## src/rtl/pgperm_pkg.sv

```systemverilog
package pgperm_pkg;

   typedef enum logic [1:0] {
      ACC_READ  = 2'd0,
      ACC_WRITE = 2'd1,
      ACC_FETCH = 2'd2
   } acc_e;

   typedef enum logic [1:0] {
      WF_NONE   = 2'd0,
      WF_ABSENT = 2'd1,
      WF_RSVD   = 2'd2
   } wf_e;

   localparam int EC_W       = 5;
   localparam int EC_PRESENT = 0;
   localparam int EC_WRITE   = 1;
   localparam int EC_USER    = 2;
   localparam int EC_RSVD    = 3;
   localparam int EC_FETCH   = 4;

   localparam int RT_W     = 3;
   localparam int RT_READ  = 0;
   localparam int RT_WRITE = 1;
   localparam int RT_EXEC  = 2;

   typedef struct packed {
      logic user_ok;
      logic wr_ok;
      logic xd;
   } eff_t;

endpackage

```

## src/rtl/pgperm_merge.sv

```systemverilog
module pgperm_merge
   import pgperm_pkg::*;
#(
   parameter int LEVELS = 4
) (
   input  logic [LEVELS-1:0] lvl_valid,
   input  logic [LEVELS-1:0] lvl_user,
   input  logic [LEVELS-1:0] lvl_rw,
   input  logic [LEVELS-1:0] lvl_xd,
   input  logic              top_open,
   input  logic              nx_en,
   output eff_t              eff
);
   logic [LEVELS-1:0] u_m, w_m, x_m;

   for (genvar i = 0; i < LEVELS; i++) begin : g_lvl
      if (i == 0) begin : g_top
         // the top level may be declared unrestricted
         assign u_m[i] = !lvl_valid[i] | top_open | lvl_user[i];
         assign w_m[i] = !lvl_valid[i] | top_open | lvl_rw[i];
         assign x_m[i] = lvl_valid[i] & !top_open & lvl_xd[i];
      end else begin : g_low
         assign u_m[i] = !lvl_valid[i] | lvl_user[i];
         assign w_m[i] = !lvl_valid[i] | lvl_rw[i];
         assign x_m[i] = lvl_valid[i] & lvl_xd[i];
      end
   end

   always_comb begin
      eff.user_ok = &u_m;
      eff.wr_ok   = &w_m;
      eff.xd      = nx_en & (|x_m);
   end
endmodule

```

## src/rtl/pgperm_decide.sv

```systemverilog
module pgperm_decide
   import pgperm_pkg::*;
(
   input  eff_t             eff,
   input  acc_e             acc,
   input  logic             is_user,
   input  logic             wp_en,
   input  logic             leaf_dirty,
   output logic             prot_fault,
   output logic [RT_W-1:0]  rights
);
   logic is_wr, is_fetch, wr_needs_rw;

   always_comb begin
      is_wr       = (acc == ACC_WRITE);
      is_fetch    = (acc == ACC_FETCH);
      // supervisors honour the writable bit only under write-protect
      wr_needs_rw = is_user | wp_en;

      prot_fault = 1'b0;
      if (is_fetch && eff.xd)                       prot_fault = 1'b1;
      if (is_user && !eff.user_ok)                  prot_fault = 1'b1;
      if (is_wr && wr_needs_rw && !eff.wr_ok)       prot_fault = 1'b1;

      rights           = '0;
      rights[RT_READ]  = 1'b1;
      rights[RT_EXEC]  = !eff.xd;
      rights[RT_WRITE] = leaf_dirty & (eff.wr_ok | !wr_needs_rw);
   end
endmodule

```

## src/rtl/pgperm_fault_enc.sv

```systemverilog
module pgperm_fault_enc
   import pgperm_pkg::*;
(
   input  wf_e              walk_fault,
   input  logic             prot_fault,
   input  acc_e             acc,
   input  logic             is_user,
   input  logic             nx_en,
   input  logic             ext_en,
   output logic             any_fault,
   output logic [EC_W-1:0]  code
);
   logic walk_hit;

   always_comb begin
      walk_hit  = (walk_fault != WF_NONE);
      any_fault = walk_hit | prot_fault;
      code      = '0;
      if (any_fault) begin
         code[EC_PRESENT] = !walk_hit;
         code[EC_RSVD]    = (walk_fault == WF_RSVD);
         code[EC_WRITE]   = (acc == ACC_WRITE);
         code[EC_USER]    = is_user;
         code[EC_FETCH]   = (acc == ACC_FETCH) & nx_en & ext_en;
      end
   end
endmodule

```

## src/rtl/pgperm_unit.sv

```systemverilog
module pgperm_unit
   import pgperm_pkg::*;
#(
   parameter int LEVELS = 4
) (
   input  logic              clk,
   input  logic              rst_n,
   input  logic              in_valid,
   input  logic [LEVELS-1:0] lvl_valid,
   input  logic [LEVELS-1:0] lvl_user,
   input  logic [LEVELS-1:0] lvl_rw,
   input  logic [LEVELS-1:0] lvl_xd,
   input  logic [1:0]        access,
   input  logic              is_user,
   input  logic              wp_en,
   input  logic              nx_en,
   input  logic              ext_en,
   input  logic              top_open,
   input  logic              leaf_dirty,
   input  logic [1:0]        walk_fault,
   output logic              out_valid,
   output logic              allow,
   output logic              fault,
   output logic [2:0]        rights,
   output logic [4:0]        err_code
);
   if (LEVELS < 1 || LEVELS > 8) begin : g_bad_levels
      $error("pgperm_unit: LEVELS must lie in 1..8");
   end

   eff_t             eff;
   logic             prot_fault, any_fault;
   logic [RT_W-1:0]  rt_c;
   logic [EC_W-1:0]  ec_c;
   acc_e             acc_c;
   wf_e              wf_c;

   assign acc_c = acc_e'(access);
   assign wf_c  = wf_e'(walk_fault);

   pgperm_merge #(.LEVELS(LEVELS)) u_merge (
      .lvl_valid (lvl_valid),
      .lvl_user  (lvl_user),
      .lvl_rw    (lvl_rw),
      .lvl_xd    (lvl_xd),
      .top_open  (top_open),
      .nx_en     (nx_en),
      .eff       (eff)
   );

   pgperm_decide u_decide (
      .eff        (eff),
      .acc        (acc_c),
      .is_user    (is_user),
      .wp_en      (wp_en),
      .leaf_dirty (leaf_dirty),
      .prot_fault (prot_fault),
      .rights     (rt_c)
   );

   pgperm_fault_enc u_enc (
      .walk_fault (wf_c),
      .prot_fault (prot_fault),
      .acc        (acc_c),
      .is_user    (is_user),
      .nx_en      (nx_en),
      .ext_en     (ext_en),
      .any_fault  (any_fault),
      .code       (ec_c)
   );

   always_ff @(posedge clk) begin
      if (!rst_n || !in_valid) begin
         out_valid <= 1'b0;
         allow     <= 1'b0;
         fault     <= 1'b0;
         rights    <= '0;
         err_code  <= '0;
      end else begin
         out_valid <= 1'b1;
         allow     <= !any_fault;
         fault     <= any_fault;
         rights    <= any_fault ? '0 : rt_c;
         err_code  <= ec_c;
      end
   end
endmodule

```

## config.mk

```make
export PLATFORM = sky130hd
export DESIGN_NAME = pgperm_unit
export DESIGN_NICKNAME = d
export VERILOG_FILES = /design/src/rtl/pgperm_pkg.sv /design/src/rtl/pgperm_merge.sv /design/src/rtl/pgperm_decide.sv /design/src/rtl/pgperm_fault_enc.sv /design/src/rtl/pgperm_unit.sv
export SDC_FILE = /design/constraint.sdc
export NUM_CORES = 1
export LEC_CHECK = 0
export CORE_AREA = 2 2 39 41
export DETAILED_ROUTE_END_ITERATION = 12
export DIE_AREA = 0 0 41 43
export DONT_BUFFER_PORTS = 1
export GPL_ROUTABILITY_DRIVEN = 1
export GPL_TIMING_DRIVEN = 0
export PLACE_DENSITY = 0.67
export REMOVE_ABC_BUFFERS = 1
export SYNTH_ARGS = -nofsm -noshare
export SYNTH_HDL_FRONTEND = slang
export SYNTH_HIERARCHICAL = 1
export SYNTH_SLANG_ARGS = --single-unit
export TNS_END_PERCENT = 30
```

## constraint.sdc

```tcl
create_clock -name clk -period 1.9 [get_ports clk]
set_input_delay 0.38 -clock clk [delete_from_list [all_inputs] [get_ports clk]]
set_output_delay 0.38 -clock clk [all_outputs]
set_load 0.01 [all_outputs]
```

==> reports/metrics.yaml, run 1 <==
outcome:
  outcome: "finished clean"
worst_setup_path:
  crit_required_ps: 2100
  critical-path-top-delay-family: "simple AND/OR/NAND/NOR gates"
  crit_slowest_cell: "and4b_2"
  critPathBufInv: 1
  worstSetupPathType: "in2reg"
  worstSetupStartpointType: "input port"
  cp-end-kind: "flop"
  arrival_ps: 1650
  critPathMaxFanout: 5
  crit_path_max_incr_delay_ps: 280
  crit_chain: "nor2b_4 > nor4_2 > o21bai_4 > o221ai_2 > nor3_2 > inv_1 > and4b_2"
sta:
  hold_viol: 0
  fin_tns_setup_ps: 0
  setup_slack_ps: 453
  period_share: 0.761
  finalMaxSlewViolations: 0
  rsz0062_at_grt: "no"
  finalSetupViolCount: 0
  fin_crit_ps: 1450
  fmax_mhz: 691
yosys:
  synthTopCellsByArea: "dfxtp_1 38%, nor2b_1 6.5%, and3_1 5.4%, nor3b_1 5.2%, nor2b_4 4.8%"
  synth_area_um2: 578
  yosysTopAreaCell: "dfxtp_1"
  ys_ff_latch: 11
  synth_cells: 56
  synth_fa_ha_area_frac: 0
  yosys_warnings: 6
  synth-xor-area-share: 0
  yosysTopAreaCellShare: 0.381
  synth_seq_area_share: 0.381
  muxShareOfSynthArea: 0
  yosys.area_share.simple: 0.452
  synth_compound_area_frac: 0.0823
  synth_top_family_by_area: "simple AND/OR/NAND/NOR gates"
  synth_cell_types: 27
  synth.avg_cell_area_um2: 10.3
final_layout:
  fin_area_um2: 594
  layout-drive-gt1-share: 0.263
  fin_nets: 87
  nFillCells: 147
  layout_common_cells: "11 x dfxtp_1, 6 x nor2b_1, 5 x and3_1, 4 x nor3b_1"
  ff_latch_area_um2: 220
  final_common_cell: "dfxtp_1"
  n_antenna_cell: 0
  multi_input_area_um2: 313
  utilization: 0.429
  area_growth_pct: 2.81
global_routing:
  grt_max_degree: 12
  grt_usage: 0.132
  grt.overflow.total: 0
  grt_antenna_before_repair: 0
  grt_pass1_vias: 408
  grt_pass1_wl_um: 1540
placement:
  post-place-ws_ps: 145
  io_buffers: 0
  placed_area_um2: 568
  place.gp.congestion: 0.698
  dp_hpwl_um: 836
drt:
  detail-route-antenna-nets: 0
  drtPass1Iterations: 4
  post_drt_via_cell_ratio: 5.36
  wl_per_cell_um: 13.6
  drt_iter0_markers: 5
  routed_wl_um: 992
  num_vias: 391
  drc: 0
floorplan:
  die_y_um: 43
  initial_core_util: 0.418
  io_pins: 40
  rows: 14
  die_x_um: 41
  die_area_um2: 1760
  coreArea_um2: 1380
clocking:
  clk_pin_slew_ps: 60
  cts_tree: "yes"
  numClockSinks: 11
  numCtsBuffers: 3
  h-tree-depth: 1
  ctsResizeCount: 0
  cts_root_buf: "clkbuf_4"
  max-clock-path-buffers: 2
  postCtsSetupBuffers: 0
  hold_buffers: 0
power:
  p_sw_frac: 0.209
  net-switching-power_uw: 92.1
  seqPwrFrac: 0.550
  clockPowerShare: 0.342
  power_per_cell_area_nw_per_um2: 741
  pwr-share-comb: 0.108
  p_leak_uw: 0.000252
  p_int_uw: 349
  vdd.ir_drop.worst_uv: 182
flow_run:
  drv_cap: 0
hold_path:
  hold_path.class: "in2reg"
==> layer usage <==
layer | global-route usage | vias to the layer above | wire (um)
met3 | 0 | 2 | 107
met5 | 0 | - | 0
li1 | - | 194 | -
met4 | 0.120 | 0 | 12
met2 | 0.238 | 26 | 578
met1 | 0.121 | 169 | 293
==> registers in the layout, indices dropped and copies added, names as in the netlist <==
signal / count
rights: 3
fault: 1
allow: 1
out_valid: 1
err_code: 5
==> cells by family (layout without fill, tap and decap cells) <==
group | Yosys count | count (layout)
AO/OA/AOI/OAI | 4 | 4
buffers and inverters | 7 | 8
flip-flops | 11 | 11
other | 1 | 1
AND/OR/NAND/NOR | 33 | 33
==> per-stage QoR <==
stage	instances	hold slack (ps)	total power (uW)
CTS	73	243	446
finish	73	249	441
floorplan	53	516	290
detailed placement	69	521	296
global route	73	239	459
global placement	69	520	295
==> cell type report <==
type | instances | area share
Clock buffer | 4 | 0.0442
Inverter | 4 | 0.0253
Multi-Input combinational cell | 38 | 0.526
Sequential cell | 11 | 0.371
Tap cell | 16 | 0.0337
==> synthesized netlist by cell type <==
cell type and count:
nor3b_1 4, dfxtp_1 11, inv_2 1, and2_2 1, nor2b_1 6, nand2_1 1
and3_2 1, and4b_1 2, nand3b_1 2, nor3_2 1, nor2b_4 2, o221ai_2 1
o21bai_4 1, a22oi_1 1, nor4_2 2, and4b_2 1, conb_1 1, and3_1 5
buf_4 1, nand2b_1 1, a31oi_1 1, and2_1 1, buf_6 2, and3b_2 1
inv_1 3, nor2_1 1, nand4b_1 1
==> power by group through the flow <==
| stage | clock network (uW) | logic [uW] | registers, uW |
|---|---|---|---|
| final | 151 | 47.6 | 242 |
| after floorplan | 0 | 43.1 | 247 |
| after global routing | 162 | 53.4 | 243 |
| after CTS | 155 | 48.8 | 242 |
| after global placement | 0 | 47.8 | 247 |
| after detailed placement | 0 | 48.3 | 248 |
==> final timing paths <==
path / startpoint / to / slack [ps] / depth (start not counted)
worst min-delay path: in_valid / out_valid / 250 / 1
worst max-delay path: lvl_valid[2] / rights[2] / 450 / 7
Power figures use the tool's default switching activity.
==> run 2: changes to the inputs <==
Settings changed: ABC_AREA set to 1, PLACE_DENSITY 0.67 to 0.66.
Clock period 1.9 ns to 1.4 ns, I/O delays scaled along.
==> run 2 against run 1 <==
Sequential power is 36% higher; combinational power is 47% higher; setup slack worse by 150 ps; clock-buffer cell count stayed put; cell count is 55% higher.
==> reports/metrics.yaml, run 2 <==
outcome:
  outcome: "finished clean"  # unchanged
final_layout:
  largest_reg_flops: 5  # unchanged
  regMostFlops: "err_code"  # unchanged
  area_growth_pct: 6.81  # was 2.81%
  fin_area_um2: 608  # was 594 um2
  n_antenna_cell: 0  # unchanged
  layout-drive-gt1-share: 0.113  # was 0.263
  largestRegisters: "err_code: 5 flops, rights: 3 flops"  # unchanged
  nFillCells: 143  # was 147
  fin_nets: 127  # was 87
  layout_common_cells: "31 x inv_1, 20 x nor2_1, 13 x nand2_1, 11 x dfxtp_1"  # was 11 x dfxtp_1, 6 x nor2b_1, 5 x and3_1, 4 x nor3b_1
  final_common_cell: "inv_1"  # was dfxtp_1
placement:
  io_buffers: 0  # unchanged
  dp_hpwl_um: 759  # was 836 um
  placed_area_um2: 582  # was 568 um2
  place.gp.congestion: 0.737  # was 0.698
yosys:
  synth_enable_flop_cells: 0  # unchanged
  synthTopCellsByCount: "31 x inv_1, 20 x nor2_1, 13 x nand2_1, 11 x dfxtp_1"  # was 11 x dfxtp_1, 6 x nor2b_1, 5 x and3_1, 4 x nor3b_1, 3 x inv_1
  synth_cell_types: 14  # was 27
  ys_ff_latch: 11  # unchanged
  yosysTopAreaCell: "dfxtp_1"  # unchanged
  synthFlopType: "dfxtp_1"  # unchanged
  yosys_warnings: 6  # unchanged
  synth_area_um2: 569  # was 578 um2
  synth.avg_cell_area_um2: 6.06  # was 10.3 um2
  async_reset_ff_frac: 0  # unchanged
  yosysTopAreaCellShare: 0.387  # was 0.381
  synth_seq_area_share: 0.387  # was 0.381
  yosysMostFrequentCell: "inv_1"  # was dfxtp_1
  synthTopCellsByArea: "dfxtp_1 39%, inv_1 20%, nor2_1 13%, nand2_1 8.6%, nand2_2 4.4%"  # was dfxtp_1 38%, nor2b_1 6.5%, and3_1 5.4%, nor3b_1 5.2%, nor2b_4 4.8%
  synth_cells: 94  # was 56
floorplan:
  die_area_um2: 1760  # unchanged
  io_pins: 40  # unchanged
  die_x_um: 41  # unchanged
  die_y_um: 43  # unchanged
  coreArea_um2: 1380  # unchanged
  rows: 14  # unchanged
  initial_core_util: 0.411  # was 0.418
drt:
  post_drt_via_cell_ratio: 4.26  # was 5.36
  route.met3.wl_um: 101  # was 107 um
  drc: 0  # unchanged
  num_vias: 481  # was 391
  routed_wl_um: 875  # was 992 um
  drt_iter0_markers: 4  # was 5
  detail-route-antenna-nets: 0  # unchanged
  top_layer: "met4"  # unchanged
  drtPass1Iterations: 2  # was 4
  m1WireLength_um: 327  # was 293 um
  wl_met2_um: 426  # was 578 um
  wl_per_cell_um: 7.74  # was 13.6 um
clocking:
  h-tree-depth: 1  # unchanged
  max-clock-path-buffers: 2  # unchanged
  hold_buffers: 0  # unchanged
  postCtsSetupBuffers: 0  # unchanged
  ctsResizeCount: 0  # unchanged
  cts_root_buf: "clkbuf_4"  # unchanged
  cts_tree: "yes"  # unchanged
  numCtsBuffers: 3  # unchanged
  numClockSinks: 11  # unchanged
  clk_pin_slew_ps: 60  # about the same
sta:
  fin_crit_ps: 1100
  period_share: 0.784
  hold_viol: 0  # unchanged
  finalMaxSlewViolations: 0  # unchanged
  finalSetupViolCount: 0  # unchanged
  fmax_mhz: 911
  fin_tns_setup_ps: 0  # unchanged
  rsz0062_at_grt: "no"  # unchanged
worst_setup_path:
  crit_chain: "inv_1 > nand2_2 > nor2_2 > nor2_1 > nor2_1 > nand3_1 > nand2_1 > inv_1 > nand2_1 > nor2_2 > inv_1 > inv_1 > nand3_2 > nor2_1"  # was nor2b_4 > nor4_2 > o21bai_4 > o221ai_2 > nor3_2 > inv_1 > and4b_2
  critPathMaxFanout: 4  # was 5
  critPathBufInv: 4  # was 1
  crit_slowest_cell: "nor2_2"  # was and4b_2
  arrival_ps: 1300  # was 1650 ps
  cp-end-kind: "flop"  # unchanged
  critPathMostFrequentCell: "inv_1"
  crit_path_max_incr_delay_ps: 170  # was 280 ps
  crit_required_ps: 1600  # was 2100 ps
  critical-path-top-delay-family: "simple AND/OR/NAND/NOR gates"  # unchanged
  worstSetupStartpointType: "input port"  # unchanged
  worstSetupPathType: "in2reg"  # unchanged
power:
  power_per_cell_area_nw_per_um2: 993  # was 741 nW/um2
  vdd.ir_drop.worst_uv: 231  # was 182 uV
  total_power_uw: 604  # was 441 uW
  p_leak_uw: 0.000371  # was 0.000252 uW
global_routing:
  grt_usage: 0.121  # was 0.132
  grt.overflow.total: 0  # unchanged
  grt_pass1_vias: 391  # was 408
  grt_max_degree: 8  # was 12
  grt_antenna_before_repair: 0  # unchanged
  grt_pass1_wl_um: 1410  # was 1540 um
hold_path:
  hold_path.class: "in2reg"  # unchanged
flow_run:
  drv_cap: 0  # unchanged
==> run 2: cell types whose count changed in the layout (fill, tap and decap cells not counted), sizes merged, moves of 2 or more <==
cell,before,now
nor4,2,0
o21ai,0,4
nor2,1,22
nand2,1,17
nor2b,8,0
nor3b,4,0
and3,6,0
inv,4,32
and2,2,0
nand3b,2,0
nand3,0,4
and4b,3,0
==> run 2: worst paths after layout <==
check                 slack, ps          end  cells past startpoint     startpoint
worst max-delay path        300    rights[0]                     14       top_open
worst min-delay path        150  err_code[3]                      3  walk_fault[0]
==> run 2: logic make-up after synthesis <==
group,after synthesis,synth area share
compound gates,5,0.0484
buf+inv,34,0.231
flops,11,0.387
other cells,1,0.00659
simple gates,43,0.327
==> run 2: final cells by class <==
cell class	instances	area, um2	share of cell area
flip-flops and latches	11	220	0.362
multi-input cells	49	218	0.358
inverters	33	124	0.204
clock buffers	4	26.3	0.0432
well taps	16	20.0	0.0329
==> run 2: layer usage <==
metal | up-vias | global-route usage
met4 | 0 | 0.120
met1 | 182 | 0.115
met5 | - | 0
li1 | 263 | -
met3 | 4 | 0.0366
met2 | 32 | 0.188
==> run 2: per-stage QoR <==
stage / instances / hold WS (ps) / setup WS [ps] / util
floorplan: 93 / 421 / 174 / -
global route: 113 / 184 / 123 / 0.439
global placement: 109 / 426 / 39.8 / 0.420
detailed placement: 109 / 429 / 10.2 / 0.420
CTS: 113 / 149 / 280 / 0.439
finish: 113 / 154 / 303 / 0.439
==> run 2: power breakdown <==
part | leakage [uW] | internal [uW] | switching, uW | total (uW)
Clock | 0.0000150 | 110 | 95.3 | 205
Combinational | 0.000267 | 27.6 | 42.2 | 69.9
Sequential | 0.0000896 | 322 | 6.85 | 329
==> run 3: changes to the inputs <==
Clock period 1.4 ns to 1.05 ns, I/O delays scaled along.
==> run 3 against run 2 <==
Sequential power grew 33%; global-route usage did not move; routed wire length is 6.1% higher; die area unchanged; critical path depth is the same; sequential share of layout area shrank 2.4 points; design area rose by 7.2%; cell count is 0.88% higher; clock power increased by 31%; core utilization grew 3.2 points; non-clock buffer count grew 1.
==> reports/metrics.yaml, run 3 (synthesis gave the netlist of run 2 again) <==
global_routing:
  grt.overflow.total: 0  # unchanged
  grt_pass1_vias: 391  # unchanged
  grt_max_degree: 8  # unchanged
  grt_antenna_before_repair: 0  # unchanged
  grt_usage: 0.121  # unchanged
  grt_pass1_wl_um: 1410  # unchanged
drt:
  wl_met2_um: 481  # was 426 um
  wl_per_cell_um: 8.14  # was 7.74 um
  m1WireLength_um: 322  # was 327 um
  route.met3.wl_um: 96  # was 101 um
  num_vias: 493  # was 481
  drtPass1Iterations: 1  # was 2
  post_drt_via_cell_ratio: 4.32  # was 4.26
  routed_wl_um: 928  # was 875 um
  detail-route-antenna-nets: 0  # unchanged
  drt_iter0_markers: 0  # was 4
  top_layer: "met4"  # unchanged
  drc: 0  # unchanged
placement:
  dp_hpwl_um: 759  # unchanged
  place.gp.congestion: 0.737  # unchanged
  dp.cells: 109  # unchanged
  post-place-ws_ps: -270  # was 10.2 ps
  io_buffers: 0  # unchanged
floorplan:
  rows: 14  # unchanged
  io_pins: 40  # unchanged
  die_area_um2: 1760  # unchanged
  coreArea_um2: 1380  # unchanged
  die_y_um: 43  # unchanged
  initial_core_util: 0.411  # unchanged
  die_x_um: 41  # unchanged
final_layout:
  layout-drive-gt1-share: 0.214  # was 0.113
  n_antenna_cell: 0  # unchanged
  layout_common_cells: "28 x inv_1, 19 x nor2_1, 11 x dfxtp_1, 10 x nand2_1, 6 x nand2_2"  # was 31 x inv_1, 20 x nor2_1, 13 x nand2_1, 11 x dfxtp_1
  fin_nets: 128  # was 127
  area_growth_pct: 14.5  # was 6.81%
  regMostFlops: "err_code"  # unchanged
  nFillCells: 144  # was 143
  final_common_cell: "inv_1"  # unchanged
  largest_reg_flops: 5  # unchanged
  utilization: 0.471  # was 0.439
  largestRegisters: "err_code: 5 flops, rights: 3 flops"  # unchanged
  fin_cells: 114  # was 113
worst_setup_path:
  critical-path-top-delay-family: "simple AND/OR/NAND/NOR gates"  # unchanged
  crit_cells: 14  # unchanged
  cp-end-kind: "flop"  # unchanged
  critPathMaxFanout: 4  # unchanged
  worstSetupPathType: "in2reg"  # unchanged
  crit_chain: "inv_2 > nand2_4 > nor2_2 > nor2_1 > nor2_1 > nand3_1 > nand2_1 > inv_1 > nand2_2 > nor2_4 > inv_2 > inv_2 > nand3_4 > nor2_1"  # was inv_1 > nand2_2 > nor2_2 > nor2_1 > nor2_1 > nand3_1 > nand2_1 > inv_1 > nand2_1 > nor2_2 > inv_1 > inv_1 > nand3_2 > nor2_1
  crit_required_ps: 1210  # was 1600 ps
  crit_slowest_cell: "nor2_1"  # was nor2_2
  crit_path_max_incr_delay_ps: 140  # was 170 ps
  arrival_ps: 1130  # was 1300 ps
  critPathBufInv: 4  # unchanged
  worstSetupStartpointType: "input port"  # unchanged
clocking:
  numCtsBuffers: 3  # unchanged
  h-tree-depth: 1  # unchanged
  clk_pin_slew_ps: 60  # about the same
  cts_root_buf: "clkbuf_4"  # unchanged
  max-clock-path-buffers: 2  # unchanged
  numClockSinks: 11  # unchanged
  cts_tree: "yes"  # unchanged
flow_run:
  drv_cap: 0  # unchanged
sta:
  fmax_mhz: 1030
  finalMaxSlewViolations: 0  # unchanged
  fin_tns_setup_ps: 0  # unchanged
  period_share: 0.927
  fin_crit_ps: 973
  setup_slack_ps: 76.9  # was 303 ps
  finalSetupViolCount: 0  # unchanged
  hold_viol: 0  # unchanged
power:
  power_per_cell_area_nw_per_um2: 1260  # was 993 nW/um2
  vdd.ir_drop.worst_uv: 316  # was 231 uV
  total_power_uw: 821  # was 604 uW
  p_leak_uw: 0.000382  # was 0.000371 uW
hold_path:
  hold_path.class: "in2reg"  # unchanged
  hold_depth: 2  # was 3
outcome:
  outcome: "finished clean"  # unchanged
## run 3: cell types whose count changed in the layout (fill, tap and decap cells not counted), moves of 2 or more
| cell | previous run | this run |
|---|---|---|
| nand2_1 | 13 | 10 |
| o21ai_0 | 4 | 2 |
| inv_1 | 31 | 28 |
| nand2_2 | 4 | 6 |
| inv_2 | 1 | 4 |
## run 3: through the flow
| stage | area (um2) | hold slack, ps |
|---|---|---|
| 2_1_floorplan | 562 | 351 |
| 3_3_place_gp | 582 | 356 |
| 3_5_place_dp | 582 | 359 |
| 4_1_cts | 608 | 79.5 |
| 5_1_grt | 652 | 77.7 |
| 6_report | 652 | 84.3 |
## run 3: worst paths after layout
check                     from   endpoint  slack, ps
worst max-delay path  top_open  rights[0]         80
worst min-delay path  in_valid  rights[1]         80
## run 3: power by group
part	internal, uW	switching (uW)
combinational	47.0	66.7
sequential	429	9.13
clock	147	123
total	623	198
## run 3: layer usage
metal | track usage | up-vias
met5 | 0 | -
met4 | 0.120 | 0
met3 | 0.0366 | 4
met2 | 0.188 | 32
met1 | 0.115 | 193
li1 | - | 264
## run 3: what timing repair did
item,4_1_cts,5_1_grt
gates resized for setup,0,14
setup buffers,0,1
hold buffers,0,0
endpoints found under the setup margin,0,7
## run 3: final cells by class
type / instances / area [um2] / area share
Multi-Input combinational cell: 49 / 254 / 0.390
Sequential cell: 11 / 220 / 0.338
Inverter: 33 / 124 / 0.190
Clock buffer: 4 / 26.3 / 0.0403
Tap cell: 16 / 20.0 / 0.0307
Timing Repair Buffer: 1 / 7.51 / 0.0115
